--- src/rtl/irq_report_pkg.sv ---
package irq_report_pkg;

    // Source flag carried in the top bit of the indication word
    typedef enum logic {
        SRC_EVENT  = 1'b0,
        SRC_SYSTEM = 1'b1
    } irq_src_e;

endpackage

--- src/rtl/sys_edge_flags.sv ---
module sys_edge_flags #(
    parameter int unsigned W = 15
) (
    input  logic         clk,
    input  logic         rst_n,
    input  logic [W-1:0] status,
    input  logic [W-1:0] mask,
    input  logic [W-1:0] clr,
    output logic [W-1:0] pend
);

    typedef struct packed {
        logic [W-1:0] prev;
        logic [W-1:0] flags;
        logic         primed;
    } trk_t;

    trk_t st_d, st_q;
    logic [W-1:0] chg;

    always_comb begin
        st_d        = st_q;
        chg         = st_q.primed ? ((status ^ st_q.prev) & mask) : '0;
        st_d.flags  = (st_q.flags & ~clr) | chg;
        st_d.prev   = status;
        st_d.primed = 1'b1;
    end

    always_ff @(posedge clk) begin
        if (!rst_n) begin
            st_q <= '0;
        end else begin
            st_q <= st_d;
        end
    end

    assign pend = st_q.flags & mask;

    // Only flags currently visible may be cleared by a report
    assert_clear_reported_R4: assert property (@(posedge clk) disable iff (!rst_n)
        (clr & ~pend) == '0);

    // A flag, once set, survives until a report clears it
    assert_sticky_R4: assert property (@(posedge clk) disable iff (!rst_n)
        st_q.primed |=> ((($past(st_q.flags) & ~$past(clr)) & ~st_q.flags) == '0));

endmodule

--- src/rtl/irq_source_select.sv ---
module irq_source_select
    import irq_report_pkg::*;
#(
    parameter int unsigned WORD_W = 16,
    localparam int unsigned SYS_W = WORD_W - 1
) (
    input  logic              rd_ind,
    input  logic [SYS_W-1:0]  pend,
    input  logic [SYS_W-1:0]  status,
    input  logic              evq_valid,
    input  logic [SYS_W-1:0]  evq_code,
    input  logic [WORD_W-1:0] evq_param,
    output logic [WORD_W-1:0] ind_word,
    output logic [WORD_W-1:0] prm_word,
    output logic              load_prm,
    output logic [SYS_W-1:0]  clr,
    output logic              pop
);

    logic sys_hit;

    always_comb begin
        sys_hit  = |pend;
        ind_word = '0;
        prm_word = '0;
        load_prm = 1'b0;
        clr      = '0;
        pop      = 1'b0;
        if (sys_hit) begin
            ind_word = {SRC_SYSTEM, pend};
            prm_word = {1'b0, status};
            load_prm = rd_ind;
            clr      = rd_ind ? pend : '0;
        end else if (evq_valid) begin
            ind_word = {SRC_EVENT, evq_code};
            prm_word = evq_param;
            load_prm = rd_ind;
            pop      = rd_ind;
        end
    end

endmodule

--- src/rtl/rd_port_regs.sv ---
module rd_port_regs #(
    parameter int unsigned WORD_W = 16,
    parameter int unsigned ADDR_W = 8,
    parameter logic [ADDR_W-1:0] IND_ADDR = '0,
    localparam logic [ADDR_W-1:0] PRM_ADDR = ADDR_W'(IND_ADDR + 1'b1)
) (
    input  logic              clk,
    input  logic              rst_n,
    input  logic              rd_en,
    input  logic [ADDR_W-1:0] rd_addr,
    input  logic [WORD_W-1:0] ind_word,
    input  logic [WORD_W-1:0] prm_word,
    input  logic              load_prm,
    output logic [WORD_W-1:0] rd_data,
    output logic [WORD_W-1:0] prm_out
);

    typedef struct packed {
        logic [WORD_W-1:0] data;
        logic [WORD_W-1:0] prm;
    } port_t;

    port_t pt_d, pt_q;

    always_comb begin
        pt_d = pt_q;
        if (rd_en) begin
            if (rd_addr == IND_ADDR) begin
                pt_d.data = ind_word;
            end else if (rd_addr == PRM_ADDR) begin
                pt_d.data = pt_q.prm;
            end else begin
                pt_d.data = '0;
            end
        end
        if (load_prm) begin
            pt_d.prm = prm_word;
        end
    end

    always_ff @(posedge clk) begin
        if (!rst_n) begin
            pt_q <= '0;
        end else begin
            pt_q <= pt_d;
        end
    end

    assign rd_data = pt_q.data;
    assign prm_out = pt_q.prm;

    assert_param_hold_R7: assert property (@(posedge clk) disable iff (!rst_n)
        !load_prm |=> $stable(pt_q.prm));

    assert_data_hold_R11: assert property (@(posedge clk) disable iff (!rst_n)
        !rd_en |=> $stable(pt_q.data));

endmodule

--- src/rtl/irq_report_top.sv ---
module irq_report_top #(
    parameter int unsigned WORD_W = 16,
    parameter int unsigned ADDR_W = 8,
    parameter logic [ADDR_W-1:0] IND_ADDR = '0,
    localparam int unsigned SYS_W = WORD_W - 1,
    localparam logic [ADDR_W-1:0] PRM_ADDR = ADDR_W'(IND_ADDR + 1'b1)
) (
    input  logic              clk,
    input  logic              rst_n,
    input  logic              rd_en,
    input  logic [ADDR_W-1:0] rd_addr,
    output logic [WORD_W-1:0] rd_data,
    output logic              irq,
    input  logic [SYS_W-1:0]  sys_status,
    input  logic [SYS_W-1:0]  sys_mask,
    input  logic              evq_valid,
    input  logic [SYS_W-1:0]  evq_code,
    input  logic [WORD_W-1:0] evq_param,
    output logic              evq_pop
);

    logic              rd_ind;
    logic [SYS_W-1:0]  pend;
    logic [SYS_W-1:0]  clr;
    logic [WORD_W-1:0] ind_word;
    logic [WORD_W-1:0] prm_word;
    logic [WORD_W-1:0] prm_q;
    logic              load_prm;

    assign rd_ind = rd_en && (rd_addr == IND_ADDR);

    sys_edge_flags #(.W(SYS_W)) u_flags (
        .clk    (clk),
        .rst_n  (rst_n),
        .status (sys_status),
        .mask   (sys_mask),
        .clr    (clr),
        .pend   (pend)
    );

    irq_source_select #(.WORD_W(WORD_W)) u_sel (
        .rd_ind    (rd_ind),
        .pend      (pend),
        .status    (sys_status),
        .evq_valid (evq_valid),
        .evq_code  (evq_code),
        .evq_param (evq_param),
        .ind_word  (ind_word),
        .prm_word  (prm_word),
        .load_prm  (load_prm),
        .clr       (clr),
        .pop       (evq_pop)
    );

    rd_port_regs #(
        .WORD_W   (WORD_W),
        .ADDR_W   (ADDR_W),
        .IND_ADDR (IND_ADDR)
    ) u_port (
        .clk      (clk),
        .rst_n    (rst_n),
        .rd_en    (rd_en),
        .rd_addr  (rd_addr),
        .ind_word (ind_word),
        .prm_word (prm_word),
        .load_prm (load_prm),
        .rd_data  (rd_data),
        .prm_out  (prm_q)
    );

    assign irq = (|pend) || evq_valid;

    assert_pop_on_read_R6: assert property (@(posedge clk) disable iff (!rst_n)
        evq_pop |-> (rd_en && rd_addr == IND_ADDR && evq_valid));

    assert_sys_first_R6: assert property (@(posedge clk) disable iff (!rst_n)
        (rd_ind && (|pend)) |-> !evq_pop);

    assert_sys_snapshot_R5: assert property (@(posedge clk) disable iff (!rst_n)
        (rd_ind && (|pend)) |=> (prm_q == {1'b0, $past(sys_status)} && rd_data[WORD_W-1]));

    assert_empty_read_R2: assert property (@(posedge clk) disable iff (!rst_n)
        (rd_ind && !irq) |=> (rd_data == '0 && $stable(prm_q)));

    assert_stray_addr_R9: assert property (@(posedge clk) disable iff (!rst_n)
        (rd_en && rd_addr != IND_ADDR && rd_addr != PRM_ADDR) |=> rd_data == '0);

    assert_irq_event_R10: assert property (@(posedge clk) disable iff (!rst_n)
        evq_valid |-> irq);

endmodule

--- config.mk ---
export PLATFORM = sky130hd
export DESIGN_NAME = irq_report_top
export DESIGN_NICKNAME = d
export VERILOG_FILES = /design/src/rtl/irq_report_pkg.sv /design/src/rtl/sys_edge_flags.sv /design/src/rtl/irq_source_select.sv /design/src/rtl/rd_port_regs.sv /design/src/rtl/irq_report_top.sv
export SDC_FILE = /design/constraint.sdc
export NUM_CORES = 1
export LEC_CHECK = 0
export BUFFER_PORTS_ARGS = -buffer_cell sky130_fd_sc_hd__buf_2
export CORE_MARGIN = 5
export CORE_UTILIZATION = 48
export CTS_BUF_LIST = sky130_fd_sc_hd__clkbuf_4
export CTS_CLUSTER_DIAMETER = 40
export CTS_CLUSTER_SIZE = 14
export DETAILED_ROUTE_END_ITERATION = 10
export PLACE_DENSITY = 0.79
export SYNTH_ARGS = -nofsm -noshare
export SYNTH_HDL_FRONTEND = slang
export SYNTH_SLANG_ARGS = --single-unit
--- constraint.sdc ---
create_clock -name clk -period 1.9 [get_ports clk]
set_input_delay 0.38 -clock clk [delete_from_list [all_inputs] [get_ports clk]]
set_output_delay 0.38 -clock clk [all_outputs]
set_load 0.005 [all_outputs]
==> results.py <==
metrics = {
    "layout": {
        "final_net_count": 536,
        "drive_above_1_share_pct": 41.0,
        "finalNonFillerCells": 543,
        "area_growth_syn_to_layout_pct": 42.2,
        "antenna_cells_inserted": 0,
    },
    "global_routing": {
        "first_global_vias": 3245,
        "overflow": 0,
        "grt_util_all_layers_pct": 25.5,
        "grt_start_max_net_pins": 29,
        "antenna_found_initial": 0,
        "wire_length_of_the_first_global_routing_pass_um": 15200,
    },
    "synthesis": {
        "synth_seq_area_share_pct": 43.3,
        "synth_warn": 0,
        "post_synth_instance_area_um2": 2910,
        "synth_nets": 416,
        "netlist_instances": 343,
        "yosys.cell_types.count": 35,
        "average_footprint_of_a_synthesized_cell_um2": 8.48,
        "postSynthRegisterBits": 63,
        "postSynth.topFlopCell": "dfxtp_1",
        "number_of_enable_flip_flop_cells_after_synthesis": 0,
        "synthArstFlopShare_pct": 0,
    },
    "setup_path": {
        "worstSetupStartpoint": "u_flags.st_q[4]",
        "critPathMaxStageDelay_ps": 330,
        "crit_required_ps": 1520,
        "crit_arrival_ps": 1980,
        "worst_r2r_startpoint": "u_flags.st_q[4]",
        "critPathSlowestCell": "dfxtp_2",
        "critical_path_class": "reg2out",
        "worstPathMaxFanout": 2,
        "crit_path_frequent_cell": "buf_4",
        "critical_path.endpoint_type": "primary output",
        "crit_path_cell_trace": "a222oi_1 -> nand4_1 -> buf_4 -> nor4_4 -> buf_4 -> inv_2 -> buf_6",
        "start_kind": "flip-flop",
    },
    "power_and_ir_drop": {
        "power-per-cell-area_nw_per_um2": 683,
        "post-layout-total-power_uw": 2830,
        "maximum_vdd_ir_drop_mv": 0.366,
        "leakage_uw": 0.00170,
    },
    "cts": {
        "clockRootBuffer": "clkbuf_4",
        "clk_pin_slew_ps": 110,
        "cts_bufs_inserted": 9,
        "clk-insertion-delay-late_ps": 400,
        "clockBufferDepth": 2,
        "cts.hold.buffers_added": 0,
        "clock_sinks": 63,
        "cts_tree": "built",
        "ctsHtreeMaxLevel": 3,
    },
    "timing": {
        "layout_setup_ws_ps": -457,
        "period_share_pct": 124,
        "max-slew-margin-rel_pct": 63.7,
        "rsz0062_at_grt": "yes",
        "min_period_ps": 2360,
        "clock-skew-final_ps": 17.3,
        "fin_hold_ws_ps": 212,
        "finalHoldViolations": 0,
        "fmax_ghz": 0.424,
        "slew_at_the_pin_closest_to_its_max_slew_limit_ps": 544,
        "drv_slew": 0,
        "finalSetupTns_ps": -4450,
        "setup_viol": 39,
    },
    "routing": {
        "final_antenna_net_count": 0,
        "via_count": 3386,
        "viasPerCell": 6.24,
        "remaining_drc_errors": 0,
        "routed_wire_per_std_cell_um": 19.1,
        "number_of_drc_violations_after_detailed_routing_iteration_0": 345,
        "totalWireLength_um": 10400,
        "detailedRoute.firstPassIterationCount": 6,
    },
    "placed_design": {
        "routabilityCongestion": 0.868,
        "io_buffers": 90,
        "dp_cells": 515,
        "detailed_place_hpwl_um": 6720,
    },
    "floorplan": {
        "dieArea_um2": 7720,
        "row_count": 28,
        "placeable_area_um2": 5920,
        "fp.dieW_um": 87.9,
        "initial_cell_density_of_the_core_pct": 49.2,
        "top_level_ports": 91,
        "die_y_um": 87.9,
    },
    "run_status": {
        "violated_checks": "setup timing",
        "outcome": "finished with violations",
    },
    "flow_run": {
        "maxCapViolations": 0,
    },
    "worst_hold_path": {
        "worstHoldPathType": "in2reg",
        "hold_start": "sys_mask[11]",
    },
}
-- final cells by class --
class / count / area [µm²]
clock buffer: 11 / 82.6
fill: 443 / 1780
inverter: 3 / 11.3
clock inverter: 5 / 25.0
tap: 75 / 93.8
timing repair buffer: 136 / 865
sequential: 63 / 1260
multi-input combinational: 250 / 1800
-- final timing paths --
kind / endpoint / slack (ps) / cells after the start
setup / recovery: irq / -460 / 7
hold / removal: u_flags.st_q[12] / 210 / 2
setup reg to reg: u_port.prm_out[5] / -220 / 11
hold reg to reg: u_port.prm_out[15] / 500 / 2
-- kinds of logic after synthesis --
family	count (synthesis)	share of synthesized area [%]
and+or+nand+nor	148	25.6
AOI/OAI and AO/OA	87	22.1
DFF	63	43.3
buffers and inverters	30	4.43
xor gates and xnor gates	15	4.51
-- timing repair --
action / CTS / global route
resized for setup: 32 / 39
cloned: 1 / 0
endpoints found under the setup margin: 20 / 42
setup buffers: 9 / 6
pin swaps: 29 / 19
-- cell usage in the layout, fill, tap and decap left out, drive strengths merged, types with 5 or more instances in the layout --
cell / synthesis / final
buf: 7 / 136
dfxtp: 63 / 63
nand2: 45 / 45
nand3: 20 / 20
and2: 16 / 16
o21ai: 16 / 16
nor2: 16 / 16
xor2: 15 / 15
nor3: 14 / 14
clkbuf: 20 / 11
a21oi: 11 / 11
or3: 11 / 11
and3: 9 / 9
a31oi: 9 / 9
o311a: 9 / 9
a311oi: 9 / 9
a221oi: 8 / 8
a32oi: 7 / 7
a211oi: 6 / 6
nand2b: 5 / 5
-- registers in the layout, indices dropped and copies added (netlist names) --
register and count:
u_flags.st_q 31, u_port.prm_out 16, u_port.rd_data 16
-- worst max-delay path, delay by kind of cell, from the launching register on --
kind	cells	cell delay [ps]
AOI/OAI and AO/OA	1	310
buffers and inverters	4	500
DFF	1	330
and+or+nand+nor	2	440
-- metal layers --
| metal | global-route usage, % | vias up | wire length, µm |
|---|---|---|---|
| met4 | 14.2 | 0 | 415 |
| met1 | 31.2 | 1596 | 4140 |
| met5 | 0 | - | 0 |
| met3 | 4.99 | 53 | 916 |
| li1 | - | 1514 | - |
| met2 | 41.8 | 223 | 4930 |
-- power breakdown --
part | internal (µW) | total (µW) | switching [µW]
Clock | 286 | 777 | 491
Sequential | 1360 | 1380 | 21.6
Combinational | 315 | 669 | 354
Total | 1960 | 2830 | 867
-- cells in the mapped netlist (11+ instances only) --
cell	n	share of area (%)
dfxtp_1	63	43
nand2_1	45	5.8
clkbuf_1	20	2.6
nand3_1	20	3.4
and2_1	16	3.4
nor2_1	16	2.1
o21ai_0	16	2.8
xor2_1	15	4.5
nor3_1	14	2.4
a21oi_1	11	1.9
or3_1	11	2.4
-- per-stage QoR --
step                      utilization, %  cell area [µm²]  setup slack, ps
after floorplan                        -             2910             3.57
after CTS                           66.3             3930             -429
final                               69.9             4140             -457
after global placement              60.8             3600             -170
after detailed placement            60.8             3600             -242
after global routing                69.9             4140             -585
Power figures use the tool's default switching activity.
